$ cat config.mk
export PLATFORM = sky130hd
export DESIGN_NAME = serial_regport
export DESIGN_NICKNAME = d
export VERILOG_FILES = /design/src/rtl/srp_pkg.sv /design/src/rtl/srp_ptr.sv /design/src/rtl/srp_wbank.sv /design/src/rtl/srp_rmux.sv /design/src/rtl/serial_regport.sv
export SDC_FILE = /design/constraint.sdc
export NUM_CORES = 1
export LEC_CHECK = 0
export ABC_AREA = 1
export BUFFER_PORTS_ARGS = -buffer_cell sky130_fd_sc_hd__clkbuf_2
export CAP_MARGIN = 20
export CORE_MARGIN = 8
export CORE_UTILIZATION = 50
export CTS_CLUSTER_SIZE = 16
export DETAILED_ROUTE_END_ITERATION = 10
export GPL_ROUTABILITY_DRIVEN = 0
export PLACE_DENSITY = 0.76
export SETUP_SLACK_MARGIN = 0.05
export SLEW_MARGIN = 20
export SYNTH_ARGS = -nofsm -noshare
export SYNTH_HDL_FRONTEND = slang
export SYNTH_SLANG_ARGS = --single-unit
$ cat constraint.sdc
create_clock -name clk -period 6 [get_ports clk]
set_input_delay 1.2 -clock clk [delete_from_list [all_inputs] [get_ports clk]]
set_output_delay 1.2 -clock clk [all_outputs]
set_load 0.02 [all_outputs]
$ cat src/rtl/srp_pkg.sv
package srp_pkg;
  localparam int SRP_DW    = 8;
  localparam int SRP_NREG  = 16;
  localparam int SRP_LOW_W = 3;   // register-0 select field width

  localparam int IDX_ALT = 7;     // shadow register sits behind this index
  localparam int IDX_TX  = 8;     // transmit / receive buffer index
  localparam int IDX_MIC = 9;     // master control: channel resets
  localparam int IDX_EXT = 15;    // bit 0 redirects writes to the shadow

  localparam int ALT_RB_BIT = 6;  // shadow bit enabling readback
  localparam int EXT_EN_BIT = 0;

  typedef enum logic [2:0] {
    CMD_NULL   = 3'd0,
    CMD_HIGH   = 3'd1,
    CMD_EXTRST = 3'd2,
    CMD_ABORT  = 3'd3,
    CMD_RXFC   = 3'd4,
    CMD_TXP    = 3'd5,
    CMD_ERRCLR = 3'd6,
    CMD_IUS    = 3'd7
  } srp_cmd_e;
endpackage

$ cat src/rtl/srp_ptr.sv
module srp_ptr
  import srp_pkg::*;
#(
  parameter int NREG = SRP_NREG,
  localparam int PW  = $clog2(NREG)
) (
  input  logic                   clk,
  input  logic                   rst_n,
  input  logic                   ctl_acc,
  input  logic                   ctl_wr,
  input  logic                   dat_acc,
  input  logic [SRP_LOW_W+2:0]   wsel,
  output logic [PW-1:0]          ptr_o
);
  logic [PW-1:0] ptr_q, ptr_d;
  logic          ptr_en;
  srp_cmd_e      cmd;

  assign cmd    = srp_cmd_e'(wsel[SRP_LOW_W+2:SRP_LOW_W]);
  assign ptr_en = ctl_acc;

  always_comb begin
    ptr_d = '0;
    if (ptr_q == '0 && ctl_wr) begin
      ptr_d = PW'(wsel[SRP_LOW_W-1:0]);
      if (cmd == CMD_HIGH) ptr_d = ptr_d | PW'(NREG/2);
    end
  end

  always_ff @(posedge clk or negedge rst_n) begin
    if (!rst_n)      ptr_q <= '0;
    else if (ptr_en) ptr_q <= ptr_d;
  end

  assign ptr_o = ptr_q;

  // a control access at a nonzero pointer always returns it to zero
  a_r5_ptr_returns_zero: assert property (@(posedge clk) disable iff (!rst_n)
    (ctl_acc && ptr_q != '0) |=> (ptr_q == '0));

  // data-location accesses never move the pointer
  a_r6_data_keeps_ptr: assert property (@(posedge clk) disable iff (!rst_n)
    (dat_acc && !ctl_acc) |=> $stable(ptr_q));

  // idle cycles keep the pointer
  a_r11_idle_keeps_ptr: assert property (@(posedge clk) disable iff (!rst_n)
    (!ctl_acc && !dat_acc) |=> $stable(ptr_q));
endmodule

$ cat src/rtl/srp_wbank.sv
module srp_wbank
  import srp_pkg::*;
#(
  parameter int DW   = SRP_DW,
  parameter int NREG = SRP_NREG,
  localparam int PW  = $clog2(NREG)
) (
  input  logic                 clk,
  input  logic                 rst_n,
  input  logic                 ctl_we,
  input  logic [PW-1:0]        idx,
  input  logic                 dat_we,
  input  logic [DW-1:0]        wdata,
  output logic [NREG*DW-1:0]   regs_o,
  output logic [DW-1:0]        alt_o,
  output logic                 tx_load_o,
  output logic                 ch_a_rst_o,
  output logic                 ch_b_rst_o
);
  logic [DW-1:0] wr_q [NREG];
  logic [DW-1:0] wr_d [NREG];
  logic [DW-1:0] alt_q, alt_d;
  logic          hit_mic, frc, to_alt, upd;
  logic          tx_d, cha_d, chb_d;

  assign hit_mic = ctl_we && (idx == PW'(IDX_MIC));
  assign frc     = hit_mic && wdata[DW-1] && wdata[DW-2];
  assign to_alt  = ctl_we && (idx == PW'(IDX_ALT)) && wr_q[IDX_EXT][EXT_EN_BIT];
  assign upd     = ctl_we || dat_we;

  assign tx_d  = dat_we || (ctl_we && idx == PW'(IDX_TX));
  assign cha_d = hit_mic && wdata[DW-1];
  assign chb_d = hit_mic && wdata[DW-2];

  always_comb begin
    wr_d  = wr_q;
    alt_d = alt_q;
    if (frc) begin
      for (int i = 0; i < NREG; i++) wr_d[i] = '0;
      alt_d = '0;
    end else begin
      if (ctl_we) begin
        if (to_alt)                      alt_d        = wdata;
        else if (idx == PW'(IDX_MIC))    wr_d[IDX_MIC] = {2'b00, wdata[DW-3:0]};
        else                             wr_d[idx]    = wdata;
      end
      if (dat_we) wr_d[IDX_TX] = wdata;
    end
    wr_d[0] = '0;
  end

  always_ff @(posedge clk or negedge rst_n) begin
    if (!rst_n) begin
      for (int i = 0; i < NREG; i++) wr_q[i] <= '0;
      alt_q      <= '0;
      tx_load_o  <= 1'b0;
      ch_a_rst_o <= 1'b0;
      ch_b_rst_o <= 1'b0;
    end else begin
      if (upd) begin
        wr_q  <= wr_d;
        alt_q <= alt_d;
      end
      tx_load_o  <= tx_d;
      ch_a_rst_o <= cha_d;
      ch_b_rst_o <= chb_d;
    end
  end

  for (genvar g = 0; g < NREG; g++) begin : g_flat
    assign regs_o[g*DW +: DW] = wr_q[g];
  end
  assign alt_o = alt_q;

  // full reset through register 9 leaves every slot and the shadow at zero
  a_r8_force_clears: assert property (@(posedge clk) disable iff (!rst_n)
    frc |=> (regs_o == '0 && alt_o == '0));

  // a redirected write leaves register 7 itself untouched
  a_r9_shadow_keeps_wr7: assert property (@(posedge clk) disable iff (!rst_n)
    to_alt |=> $stable(wr_q[IDX_ALT]));

  // no write strobe, no change
  a_r11_idle_keeps_regs: assert property (@(posedge clk) disable iff (!rst_n)
    !upd |=> ($stable(regs_o) && $stable(alt_o)));
endmodule

$ cat src/rtl/srp_rmux.sv
module srp_rmux
  import srp_pkg::*;
#(
  parameter int DW   = SRP_DW,
  parameter int NREG = SRP_NREG,
  localparam int PW  = $clog2(NREG)
) (
  input  logic [PW-1:0]       ptr,
  input  logic                dsel,
  input  logic                rb_en,
  input  logic [NREG*DW-1:0]  stat_i,
  input  logic [NREG*DW-1:0]  wregs_i,
  input  logic [DW-1:0]       rx_i,
  output logic [DW-1:0]       rdata_o
);
  always_comb begin
    if (dsel || ptr == PW'(IDX_TX))  rdata_o = rx_i;
    else if (rb_en && ptr != '0)     rdata_o = wregs_i[int'(ptr)*DW +: DW];
    else                             rdata_o = stat_i[int'(ptr)*DW +: DW];
  end

  // register 0 on the control location is status, readback or not
  always_comb begin
    if (!dsel && ptr == '0)
      a_r10_reg0_is_status: assert (rdata_o == stat_i[DW-1:0]);
  end
endmodule

$ cat src/rtl/serial_regport.sv
module serial_regport
  import srp_pkg::*;
#(
  parameter int DW   = SRP_DW,
  parameter int NREG = SRP_NREG,
  localparam int PW  = $clog2(NREG)
) (
  input  logic                clk,
  input  logic                rst_n,
  input  logic                bus_sel,
  input  logic                bus_wr,
  input  logic                bus_dsel,
  input  logic [DW-1:0]       bus_wdata,
  output logic [DW-1:0]       bus_rdata,
  input  logic [NREG*DW-1:0]  rd_stat_i,
  input  logic [DW-1:0]       rx_data_i,
  output logic [NREG*DW-1:0]  wr_regs_o,
  output logic [DW-1:0]       alt7_o,
  output logic                tx_load_o,
  output logic                rx_pop_o,
  output logic                err_clr_o,
  output logic                cmd_stb_o,
  output logic [2:0]          cmd_o,
  output logic                ch_a_rst_o,
  output logic                ch_b_rst_o
);
  logic [1:0]    rst_sync_q;
  logic          srst_n;
  logic [PW-1:0] ptr;
  logic          ctl_acc, dat_acc, ctl_wr0, ctl_we, dat_we;
  logic          pop_d, err_d, stb_d, cmd_en;
  logic [2:0]    cmd_d;

  // asynchronous assert, synchronous release
  always_ff @(posedge clk or negedge rst_n) begin
    if (!rst_n) rst_sync_q <= 2'b00;
    else        rst_sync_q <= {rst_sync_q[0], 1'b1};
  end
  assign srst_n = rst_sync_q[1];

  assign ctl_acc = bus_sel && !bus_dsel;
  assign dat_acc = bus_sel && bus_dsel;
  assign ctl_wr0 = ctl_acc && bus_wr && (ptr == '0);
  assign ctl_we  = ctl_acc && bus_wr && (ptr != '0);
  assign dat_we  = dat_acc && bus_wr;

  srp_ptr #(.NREG(NREG)) u_ptr (
    .clk     (clk),
    .rst_n   (srst_n),
    .ctl_acc (ctl_acc),
    .ctl_wr  (bus_wr),
    .dat_acc (dat_acc),
    .wsel    (bus_wdata[SRP_LOW_W+2:0]),
    .ptr_o   (ptr)
  );

  srp_wbank #(.DW(DW), .NREG(NREG)) u_wbank (
    .clk        (clk),
    .rst_n      (srst_n),
    .ctl_we     (ctl_we),
    .idx        (ptr),
    .dat_we     (dat_we),
    .wdata      (bus_wdata),
    .regs_o     (wr_regs_o),
    .alt_o      (alt7_o),
    .tx_load_o  (tx_load_o),
    .ch_a_rst_o (ch_a_rst_o),
    .ch_b_rst_o (ch_b_rst_o)
  );

  srp_rmux #(.DW(DW), .NREG(NREG)) u_rmux (
    .ptr     (ptr),
    .dsel    (bus_dsel),
    .rb_en   (alt7_o[ALT_RB_BIT]),
    .stat_i  (rd_stat_i),
    .wregs_i (wr_regs_o),
    .rx_i    (rx_data_i),
    .rdata_o (bus_rdata)
  );

  // command and receive-side pulses: next state
  always_comb begin
    pop_d  = bus_sel && !bus_wr && (bus_dsel || ptr == PW'(IDX_TX));
    stb_d  = ctl_wr0;
    cmd_en = ctl_wr0;
    cmd_d  = bus_wdata[SRP_LOW_W+2:SRP_LOW_W];
    err_d  = ctl_wr0 && (srp_cmd_e'(cmd_d) == CMD_ERRCLR);
  end

  always_ff @(posedge clk or negedge srst_n) begin
    if (!srst_n) begin
      rx_pop_o  <= 1'b0;
      err_clr_o <= 1'b0;
      cmd_stb_o <= 1'b0;
      cmd_o     <= '0;
    end else begin
      rx_pop_o  <= pop_d;
      err_clr_o <= err_d;
      cmd_stb_o <= stb_d;
      if (cmd_en) cmd_o <= cmd_d;
    end
  end

  // error-clear pulse follows only an error-clear command
  a_r7_errclr_follows_cmd: assert property (@(posedge clk) disable iff (!srst_n)
    err_clr_o |-> (cmd_stb_o && cmd_o == 3'd6));

  // a register-0 write produces a strobe on the next cycle
  a_r2_cmd_strobe: assert property (@(posedge clk) disable iff (!srst_n)
    (ctl_acc && bus_wr && ptr == '0) |=> cmd_stb_o);
endmodule

### Yosys cells after proc, flatten, opt, wreduce, memory -nomap -nowiden

Index checks and enable logic that the tools add are counted.
Widths: inputs -> output; s select.

| storage, ports and cells | value |
|---|---|
| register bits | 143 |
| input bits | 149 |
| output and inout bits | 153 |
| logic and storage cells | 89 |

| operators by class | value |
|---|---|
| $lt $le $gt $ge | 2 |
| eq/ne operators | 9 |
| shifts and indexed selects | 2 |
| muxes and demuxes | 17 |
| bitwise operators | 1 |
| reductions and logical operators | 33 |

Operator list:

| cell | count |
|---|---|
| $mux 120 | 3 |
| $shiftx 128x8->8 | 2 |
| $bwmux 128 | 1 |
| $mux 64 | 1 |
| $mux 8 | 8 |
| $mux 48 | 1 |
| $demux 8 s4 | 1 |
| $logic_and 1x1->1 | 19 |
| $eq 4x4->1 const B | 2 |
| $mux 4 | 2 |
| $reduce_and 4->1 | 2 |
| $ne 3x1->1 const B | 2 |
| $reduce_and 3->1 | 2 |
| $ge 5x5->1 const B | 1 |
| $lt 5x1->1 const B | 1 |
| $not 4->5 | 1 |
| $eq 4x3->1 const B | 1 |
| $logic_not 4->1 | 1 |
| $ne 2x1->1 const B | 2 |
| $reduce_bool 2->1 | 2 |
| $reduce_bool 4->1 | 1 |
| $eq 3x1->1 const B | 1 |
| $eq 3x3->1 const B | 1 |
| $logic_or 1x1->1 | 3 |
| 2 further kinds | 3 |

### Logic depth before layout (Yosys ltp)

Gate-level depths: netlist of run 1.

| depth | value |
|---|---|
| depth after elaboration | 11 |
| mapped depth | 13 |
| depth with buffers taken out | 12 |

### Hierarchy

A second synthesis of run 1 with hierarchy kept.

| unflattened totals | value |
|---|---|
| cells, all modules | 1,420 |
| area total of the unflattened synthesis | 9,153.8 µm² |

By module, submodules not included:

| module | instances | cells each | area an instance (µm²) | sequential area each (µm²) |
|---|---|---|---|---|
| srp_wbank | 1 | 642 | 5,449.0 | 3,278.1 |
| srp_rmux | 1 | 707 | 3,113.0 | 0.0 |
| serial_regport | 1 | 37 | 364.1 | 200.2 |
| srp_ptr | 1 | 34 | 227.7 | 100.1 |

### Worst setup path before layout of run 1

OpenSTA, ideal clock, no wires.

| path | value |
|---|---|
| path kind | input-to-output |
| from | input bus_dsel |
| to | output bus_rdata[0] |
| data arrival time | 2.136 ns |
| required time | 4.800 ns |
| setup slack | 2.664 ns |
| stages on the path | 4 |
| buffers on the path | 1 |
| path through | nor2_1 > clkbuf_1 > nor2_1 > nor2_1 |

| between the ends | value |
|---|---|
| cells in the longest elaborated chain, start to end | 2 |

RTL lines:

| what | line | RTL |
|---|---|---|
| start, declared | serial_regport.sv:12 | `input logic bus_dsel,` |
| $logic_or 1x1->1 | srp_rmux.sv:17 | `if (dsel \|\| ptr == PW'(IDX_TX)) rdata_o = rx_i;` |
| $mux 8 | srp_rmux.sv:17 |  |
| end, declared | serial_regport.sv:14 | `output logic [DW-1:0] bus_rdata,` |

No other way between the ends.

### Worst setup path in the final report of run 1

| path | value |
|---|---|
| from | register u_ptr.ptr_q[3], in the netlist u_ptr.ptr_o[3] |
| to | output bus_rdata[2] |

| between the ends | value |
|---|---|
| cells in the longest elaborated chain, start to end | 4 |
| elaborated cells on any way between the ends | 8 |
| those cells by class | eq/ne (1); shift (2); mux (2); reduce/logical (3) |

RTL lines:

| what | line | RTL |
|---|---|---|
| start, declared | srp_ptr.sv:15 | `logic [PW-1:0] ptr_q, ptr_d;` |
| start signal, assigned | srp_ptr.sv:32 | `else if (ptr_en) ptr_q <= ptr_d;` |
| parallel branches: the longest is 3 deep, another holds $shiftx 128x8->8 | - |  |
| $mux 8 * | srp_rmux.sv:17 |  |

Every way passes the cells marked *.

==> run metrics, run 1 <==
outcome completed; drt initial violations 1170; antenna violations before repair 1; clock transition at the registers of the reported paths 0.06 ns; CP startpoint kind flip-flop; maximum vdd drop 0.224 mV; wire per inst 20.0 um; postcts setup bufs 0; Power Dens Cells 299 nW/um^2; CP Capture Type output port; post-synth cell types 28; layout cells sized above 1 0.226; Slew Limit Fails 0; Slew @ Worst Pin 1.07 ns; nets@finish 1730; CTS root buffer clkbuf_16; vias 10203; global-route wire length before repair 54.5 mm; chip width 151 um; Final Hold Vio Count 0; number of remaining DRC errors 0; worst min path class reg2reg; CP Data Arrival Time 3.61 ns; IO buf count 293; Max-cap violations 0; Worst Path Required 4.80 ns; Period Utilization, post-route 0.801; total iterations of the first detailed-routing run 6; final core utilization 0.618; RSZ-0062 raised after global routing no; number of hold buffers added after cts 0; LEAKAGE 0.00652 uW; Clock Latency Late Sink 0.43 ns; Die ar. 22700 um^2; Fin Clk Skew 0.0102 ns; Chip Height 151 um; hpwl dp 26.8 mm; final setup fails 0; Yosys reg bits 143; cells after synthesis 1334; TNS Setup 0 ns; DRT antenna net count 0; CTS tree built; register area share after synthesis 0.394; Area growth, synth to finish 21.8%; CTS H-tree depth 4; core footprint 17900 um^2; CTS sink count 143; Tot Pwr 3310 uW; # resized after CTS 0; Syn. warnings 0; Slew HR 0.283; largest net degree at the start of global routing 92; Max FO, Critical Path 51; Setup CP Type reg2out; TritonCTS buffer count 17; post-layout minimum cycle time 4.81 ns; Syn Std Cell Area 9080 um^2; final WL 36.5 mm; vias in the first global route 9690; Overflow after GRT 0; GRT Total Usage 0.316; clock buffer depth 2; number of vias per cell 5.60; Initial Util 0.507; Core Rows 49; synthesized area per cell 6.80 um^2; FMAX 0.208 GHz; Ports 302
-- worst max-delay path, cell delays in order, from the launching register on --
cell	delay (ns)
dfrtp_1	0.45
nor2_2	0.40
nand2_2	0.11
nand2_2	0.70
inv_1	0.52
nor2_1	0.21
nor2_1	0.06
nor2_1	0.20
nand2_1	0.14
nor2_1	0.17
nor2_1	0.05
clkbuf_2	0.15
-- routing by layer --
metal	share of wire	up-vias	routed length, um	GRT usage
met4	0.042	0	1540	0.142
met5	0	-	0	0
met2	0.45	689	16300	0.474
met3	0.13	98	4790	0.104
met1	0.38	4674	13900	0.407
li1	-	4742	-	-
-- sequential cells by signal (all words and copies together) (netlist names) --
name,flops
u_ptr.ptr_o,4
u_wbank.ch_b_rst_o,1
cmd_o,3
rst_sync_q,2
err_clr_o,1
rx_pop_o,1
u_wbank.alt_o,8
cmd_stb_o,1
u_wbank.ch_a_rst_o,1
u_wbank.tx_load_o,1
u_wbank.regs_o,120
-- layout make-up --
cell class | count | area [um^2]
Tap cell | 229 | 287
Antenna cell | 1 | 2.50
Timing Repair Buffer | 306 | 1560
Inverter | 228 | 856
Fill cell | 1707 | 6840
Clock inverter | 6 | 37.5
Clock buffer | 25 | 475
Multi-Input combinational cell | 885 | 4260
Sequential cell | 143 | 3580
-- power breakdown --
group | internal, uW | leakage [uW] | switching (uW) | total, uW
registers | 1080 | 0.00180 | 103 | 1180
logic | 350 | 0.00448 | 830 | 1180
clock network | 545 | 0.000243 | 403 | 948
-- placed cells by master (no fill, tap or decap), drive strengths merged, types with 9 or more instances in the layout --
master	instances
nor2	77
clkbuf	318
nand3	121
dfrtp	143
clkinv	10
o211ai	44
o22ai	11
o31ai	46
conb	9
inv	221
buf	13
o21ai	100
nand2	406
nand3b	33
nand4	32
-- kinds of logic (layout without fill, tap and decap cells) --
family                 Yosys count  after routing  synth area share
AOI/OAI and AO/OA              204            204             0.143
buffers and inverters          313            565             0.140
DFF                            143            143             0.394
other                            2             10          0.000827
and+or+nand+nor                672            672             0.322
-- per-stage QoR --
step,cell area [um^2],hold WS [ns],instances,worst slack [ns]
3_5_place_dp,10500,0.339,1791,1.68
4_1_cts,11100,0.353,1822,1.24
5_1_grt,11100,0.365,1823,0.893
3_3_place_gp,10500,0.335,1791,1.71
6_report,11100,0.350,1823,1.19
2_1_floorplan,9100,0.331,1341,1.72
-- path summary, 6_finish.rpt --
kind / start / endpoint / depth (start not counted) / slack [ns]
setup / recovery: u_ptr.ptr_o[3] / bus_rdata[2] / 11 / 1.19
max in group asynchronous: rst_sync_q[1] / u_wbank.alt_o[6] / 1 / 3.93
hold reg to reg: rst_sync_q[0] / rst_sync_q[1] / 0 / 0.35
min in group asynchronous: rst_sync_q[1] / u_wbank.regs_o[21] / 0 / 0.50
setup reg to reg: u_ptr.ptr_o[0] / u_wbank.regs_o[94] / 11 / 1.69
hold / removal: rst_sync_q[0] / rst_sync_q[1] / 0 / 0.35
-- synth_stat cells, drive strengths merged --
cell type,count,area share
conb,2,0.00083
nand2,406,0.17
o31ai,46,0.038
buf,59,0.035
clkinv,7,0.0029
nand3b,33,0.027
a21oi,3,0.0017
dfrtp,143,0.39
o211ai,44,0.036
nand4,32,0.022
o21ai,100,0.059
nor4,1,0.00069
o22ai,11,0.0076
nand3,121,0.068
clkbuf,26,0.011
nor2,77,0.034
nor3,2,0.0011
inv,221,0.091
(Power assumes the default switching activity.)
==> inputs of run 2 (changes only) <==
==> constraint.sdc (replaced) <==
create_clock -name clk -period 4.6 [get_ports clk]
set_input_delay 0.92 -clock clk [delete_from_list [all_inputs] [get_ports clk]]
set_output_delay 0.92 -clock clk [all_outputs]
set_load 0.02 [all_outputs]
==> run metrics, run 2 (synthesis gave the netlist of run 1 again) <==
vias 10335; Overflow after GRT 0; CP Data Arrival Time 3.36 ns; layout cells sized above 1 0.232; antenna diode count 0; outcome completed; CP Capture Type output port; R2R depth 12; Initial Util 0.507; CTS H-tree depth 4; Setup CP Type reg2out; drt initial violations 1397; reg2reg end u_wbank.regs_o[86]; Max stage delay cell, worst path dfrtp_1; CTS tree built; LEAKAGE 0.00659 uW; IO buf count 293; most frequent cells in the layout nand2_1 (401), clkbuf_2 (293), inv_1 (215), dfrtp_1 (141), nand3_1 (119); Die ar. 22700 um^2; final setup fails 0; Power Dens Cells 403 nW/um^2; CP startpoint kind flip-flop; Slew Limit Fails 0; CTS root buffer clkbuf_16; Ports 302; R2R Setup Slk 0.85 ns; number of vias per cell 5.65; Clock Latency Late Sink 0.43 ns; Final Instance Area 11200 um^2; Max FO, Critical Path 17; Fin Clk Skew 0.00640 ns; CTS sink count 143; Slew @ Worst Pin 0.940 ns; Slew HR 0.373; RSZ-0062 raised after global routing no; CP top delay family buffers and inverters; Chip Height 151 um; Tot Pwr 4510 uW; number of remaining DRC errors 0; worst min path class in2async; hpwl dp 27.4 mm; wire per inst 20.1 um; antenna violations before repair 0; critical register-to-register path startpoint u_ptr.ptr_o[1]; Worst Path Required 3.68 ns; postcts setup bufs 0; TritonCTS buffer count 17; Core Rows 49; Final Hold Vio Count 0; largest net degree at the start of global routing 75; FMAX 0.234 GHz; max reg flops 120; commonest non-fill, non-tap cell in the layout nand2_1; Period Utilization, post-route 0.930; crit path cell chain nand2_1 -> inv_1 -> buf_4 -> nand2_1 -> nand2_1 -> inv_1 -> nand2_1 -> nor2_1 -> nor2_1 -> nor2_1 -> nand2_1 -> nor2_1 -> nor2_1 -> clkbuf_2; Critical Path Max Stage Delay 0.70 ns; global-route wire length before repair 55.4 mm; core footprint 17900 um^2; chip width 151 um; final WL 36.8 mm; DRT antenna net count 0; GRT Total Usage 0.320; Max-cap violations 0; Area growth, synth to finish 23.1%; area post-placement 10600 um^2; post-layout minimum cycle time 4.28 ns; clock buffer depth 2; clock transition at the registers of the reported paths 0.06 ns; WP buf/inv 4; TNS Setup 0 ns; vias in the first global route 9811; nets@finish 1735; total iterations of the first detailed-routing run 7; maximum vdd drop 0.268 mV
## run 2: changes by cell type in the layout (fill, tap and decap cells not counted), sizes merged
cell	before	now
buf	13	18
clkbuf	318	313
bufinv	0	3
clkinv	10	13
diode	1	0
## run 2: timing repair
action	CTS	global route
hold buffers	0	0
resized for setup	0	1
setup endpoints to repair	0	1
## run 2: power breakdown
group	switching (uW)	internal, uW	leakage [uW]	total [uW]
combinational	1080	462	0.00450	1540
sequential	148	1410	0.00180	1560
clock	544	861	0.000289	1400
## run 2: through the flow
step	utilization	hold WS (ns)	instances	setup WS [ns]
floorplan	-	0.331	1341	0.321
global placement	0.591	0.335	1796	0.875
global route	0.624	0.270	1828	0.177
finish	0.624	0.267	1828	0.324
CTS	0.624	0.260	1828	0.369
detailed placement	0.591	0.339	1796	0.842
## run 2: how the worst max path moves through the flow
stage | start | endpoint | slack (ns) | cells past startpoint
after CTS | u_wbank.alt_o[6] | bus_rdata[4] | 0.37 | 10
after floorplan | rst_sync_q[1] | cmd_o[0] | 0.32 | 0
after detailed placement | u_wbank.alt_o[6] | bus_rdata[4] | 0.84 | 10
after global routing | u_ptr.ptr_o[1] | bus_rdata[2] | 0.18 | 14
after global placement | u_wbank.alt_o[6] | bus_rdata[4] | 0.87 | 10
final | u_ptr.ptr_o[1] | bus_rdata[2] | 0.32 | 14
## run 2: area by class of cell
type                            instances  area (um^2)
Sequential cell                       143         3580
Multi-Input combinational cell        885         4260
Inverter                              228          860
Timing Repair Buffer                  311         1600
Clock inverter                         12          144
Fill cell                            1688         6730
Clock buffer                           20          447
Tap cell                              229          287
## run 2: metal layers
layer | wire length, um | GRT usage
met5 | 0 | 0
met4 | 1570 | 0.151
met3 | 4720 | 0.0818
met2 | 16600 | 0.492
met1 | 13900 | 0.414
==> inputs of run 3 (changes only) <==
--- a/config.mk
+++ b/config.mk
@@ -5,7 +5,6 @@
 export SDC_FILE = /design/constraint.sdc
 export NUM_CORES = 1
 export LEC_CHECK = 0
-export ABC_AREA = 1
 export BUFFER_PORTS_ARGS = -buffer_cell sky130_fd_sc_hd__clkbuf_2
 export CAP_MARGIN = 20
 export CORE_MARGIN = 8
@@ -13,7 +12,7 @@
 export CTS_CLUSTER_SIZE = 16
 export DETAILED_ROUTE_END_ITERATION = 10
 export GPL_ROUTABILITY_DRIVEN = 0
-export PLACE_DENSITY = 0.76
+export PLACE_DENSITY = 0.79
 export SETUP_SLACK_MARGIN = 0.05
 export SLEW_MARGIN = 20
 export SYNTH_ARGS = -nofsm -noshare
==> run metrics, run 3 <==
fin cells 1231; post-synth top area share 0.458; DRT antenna net count 0; final setup fails 0; global-route wire length before repair 48.8 mm; number of vias per cell 6.40; top cells by area, synth dfrtp_1 (46%), a22o_1 (11%), mux2i_1 (6.7%); crit path cell chain buf_4 -> inv_1 -> nor2_1 -> o311ai_0 -> a31oi_1 -> o32a_1 -> clkbuf_2; Yosys reg bits 143; Max FO, Critical Path 35; main flop type after synthesis dfrtp_1; nets@finish 1156; Critical Path Max Stage Delay 0.76 ns; LEAKAGE 0.00474 uW; largest family of logic cells by synthesized area compound AO/OA/AOI/OAI gates; antenna diode count 0; clock buffer depth 2; wire per inst 26.8 um; vias in the first global route 8053; Setup CP Type reg2out; Die ar. 19900 um^2; R2R depth 6; Initial Util 0.512; synthesized area per cell 10.5 um^2; register area share after synthesis 0.458; IO buf count 292; total iterations of the first detailed-routing run 7; post-layout minimum cycle time 4.25 ns; antenna violations before repair 0; TritonCTS buffer count 17; # resized after CTS 0; Overflow after GRT 0; RSZ-0062 raised after global routing no; Syn. warnings 0; cells after synthesis 740; final WL 33.0 mm; CTS sink count 143; Slew @ Worst Pin 0.955 ns; CTS H-tree depth 4; XOR/XNOR Fraction of Synth Area 0; dpl cells 1199; cell taking the most area after synthesis dfrtp_1; drt initial violations 775; Slew HR 0.359; Fillers 1306; Power Dens Cells 390 nW/um^2; hpwl dp 24.4 mm; Core Rows 45; CP Data Arrival Time 3.33 ns; Ports 302; Max-cap violations 0; Post-synth top cells dfrtp_1 (143), a22o_1 (99), nand2_1 (68), mux2i_1 (52), o2bb2ai_1 (50); Fin Clk Skew 0.00743 ns; CP startpoint kind flip-flop; number of hold buffers added after cts 0; outcome completed; worst min path class in2async; FMAX 0.235 GHz; Post-synth EDFFs 0; post-synth cell types 56; vias 7877; postcts setup bufs 0; clock transition at the registers of the reported paths 0.06 ns; number of remaining DRC errors 0; asr flop ratio synth 1.00; GRT Total Usage 0.324; CTS root buffer clkbuf_16; Clock Latency Late Sink 0.42 ns; Max stage delay cell, worst path dfrtp_2; layout cells sized above 1 0.363; Post-Synth Simple-Gate Area 0.102; TNS Setup 0 ns; chip width 141 um; core footprint 15300 um^2; largest net degree at the start of global routing 80; post-synthesis compound-gate area fraction 0.294; CP Capture Type output port; Slew Limit Fails 0; Syn Std Cell Area 7800 um^2; Area growth, synth to finish 28.5%; Final Hold Vio Count 0; adder-cell area share of the yosys netlist 0; count leader, synth dfrtp_1; maximum vdd drop 0.232 mV; CTS tree built; Period Utilization, post-route 0.925; commonest non-fill, non-tap cell in the layout clkbuf_2; max reg flops 120; Chip Height 141 um; Worst Path Required 3.68 ns; most frequent cells in the layout clkbuf_2 (292), dfrtp_1 (139), a22o_1 (99), nand2_1 (68), mux2i_1 (52); mux contribution to synthesized area 0.101
[run 3: changes by cell type in the layout (fill, tap and decap cells not counted), moves of 31 or more]
cell | before | now
nand3_1 | 119 | 17
o21ai_0 | 80 | 40
o2bb2ai_1 | 0 | 50
mux2i_1 | 0 | 52
inv_1 | 215 | 4
nand2_1 | 401 | 68
nand4_1 | 32 | 1
a22o_1 | 0 | 99
o31ai_1 | 46 | 0
nand3b_1 | 33 | 1
nor2_1 | 72 | 32
[run 3: logic make-up (layout without fill, tap and decap cells)]
group           Yosys count  after routing
simple gates            165            165
buf+inv                  74            347
compound gates          289            289
flops                   143            143
other cells               2              9
mux                      67             67
[run 3: area by class of cell]
cell class | instances | area [um^2] | area share
Multi-Input combinational cell | 530 | 3910 | 0.390
Timing Repair Buffer | 311 | 1620 | 0.161
Clock inverter | 9 | 156 | 0.0156
Tap cell | 211 | 264 | 0.0263
Clock buffer | 23 | 478 | 0.0477
Inverter | 4 | 15.0 | 0.00150
Sequential cell | 143 | 3590 | 0.358
[run 3: metrics by stage]
step | utilization | hold WS, ns | setup slack, ns | instance area (um^2) | power [uW]
after floorplan | - | 0.331 | 0.321 | 7830 | 2050
after global placement | 0.615 | 0.335 | 0.797 | 9390 | 2420
after detailed placement | 0.615 | 0.344 | 0.780 | 9390 | 2440
after CTS | 0.657 | 0.266 | 0.361 | 10000 | 3900
after global routing | 0.657 | 0.267 | 0.247 | 10000 | 4040
final | 0.657 | 0.276 | 0.347 | 10000 | 3910
[run 3: final timing paths]
check / startpoint / endpoint / slack [ns]
worst max register to register: u_ptr.ptr_o[3] / u_wbank.regs_o[126] / 1.11
max in group asynchronous: rst_sync_q[1] / u_wbank.regs_o[46] / 3.26
worst max-delay path: u_wbank.alt_o[6] / bus_rdata[6] / 0.35
worst min register to register: rst_sync_q[0] / rst_sync_q[1] / 0.35
min in group clk: rst_sync_q[0] / rst_sync_q[1] / 0.35
worst min-delay path: rst_n / rst_sync_q[1] / 0.28
[run 3: worst max-delay path: cells and delay by family (launching register included)]
kind            cells  cell delay [ns]
simple gates        1             0.50
compound gates      3             0.72
buf+inv             3             0.91
flops               1             0.76
[run 3: power by group]
group | internal, uW | switching [uW]
Sequential | 1370 | 135
Clock | 951 | 522
Combinational | 357 | 582
[run 3: metal layers]
layer  vias up  global-route usage  part of all wire
met5         -                   0                 0
met4         0               0.142             0.040
met3        89               0.108              0.11
met2       563               0.533              0.47
met1      3811               0.381              0.38
li1       3414                   -                 -
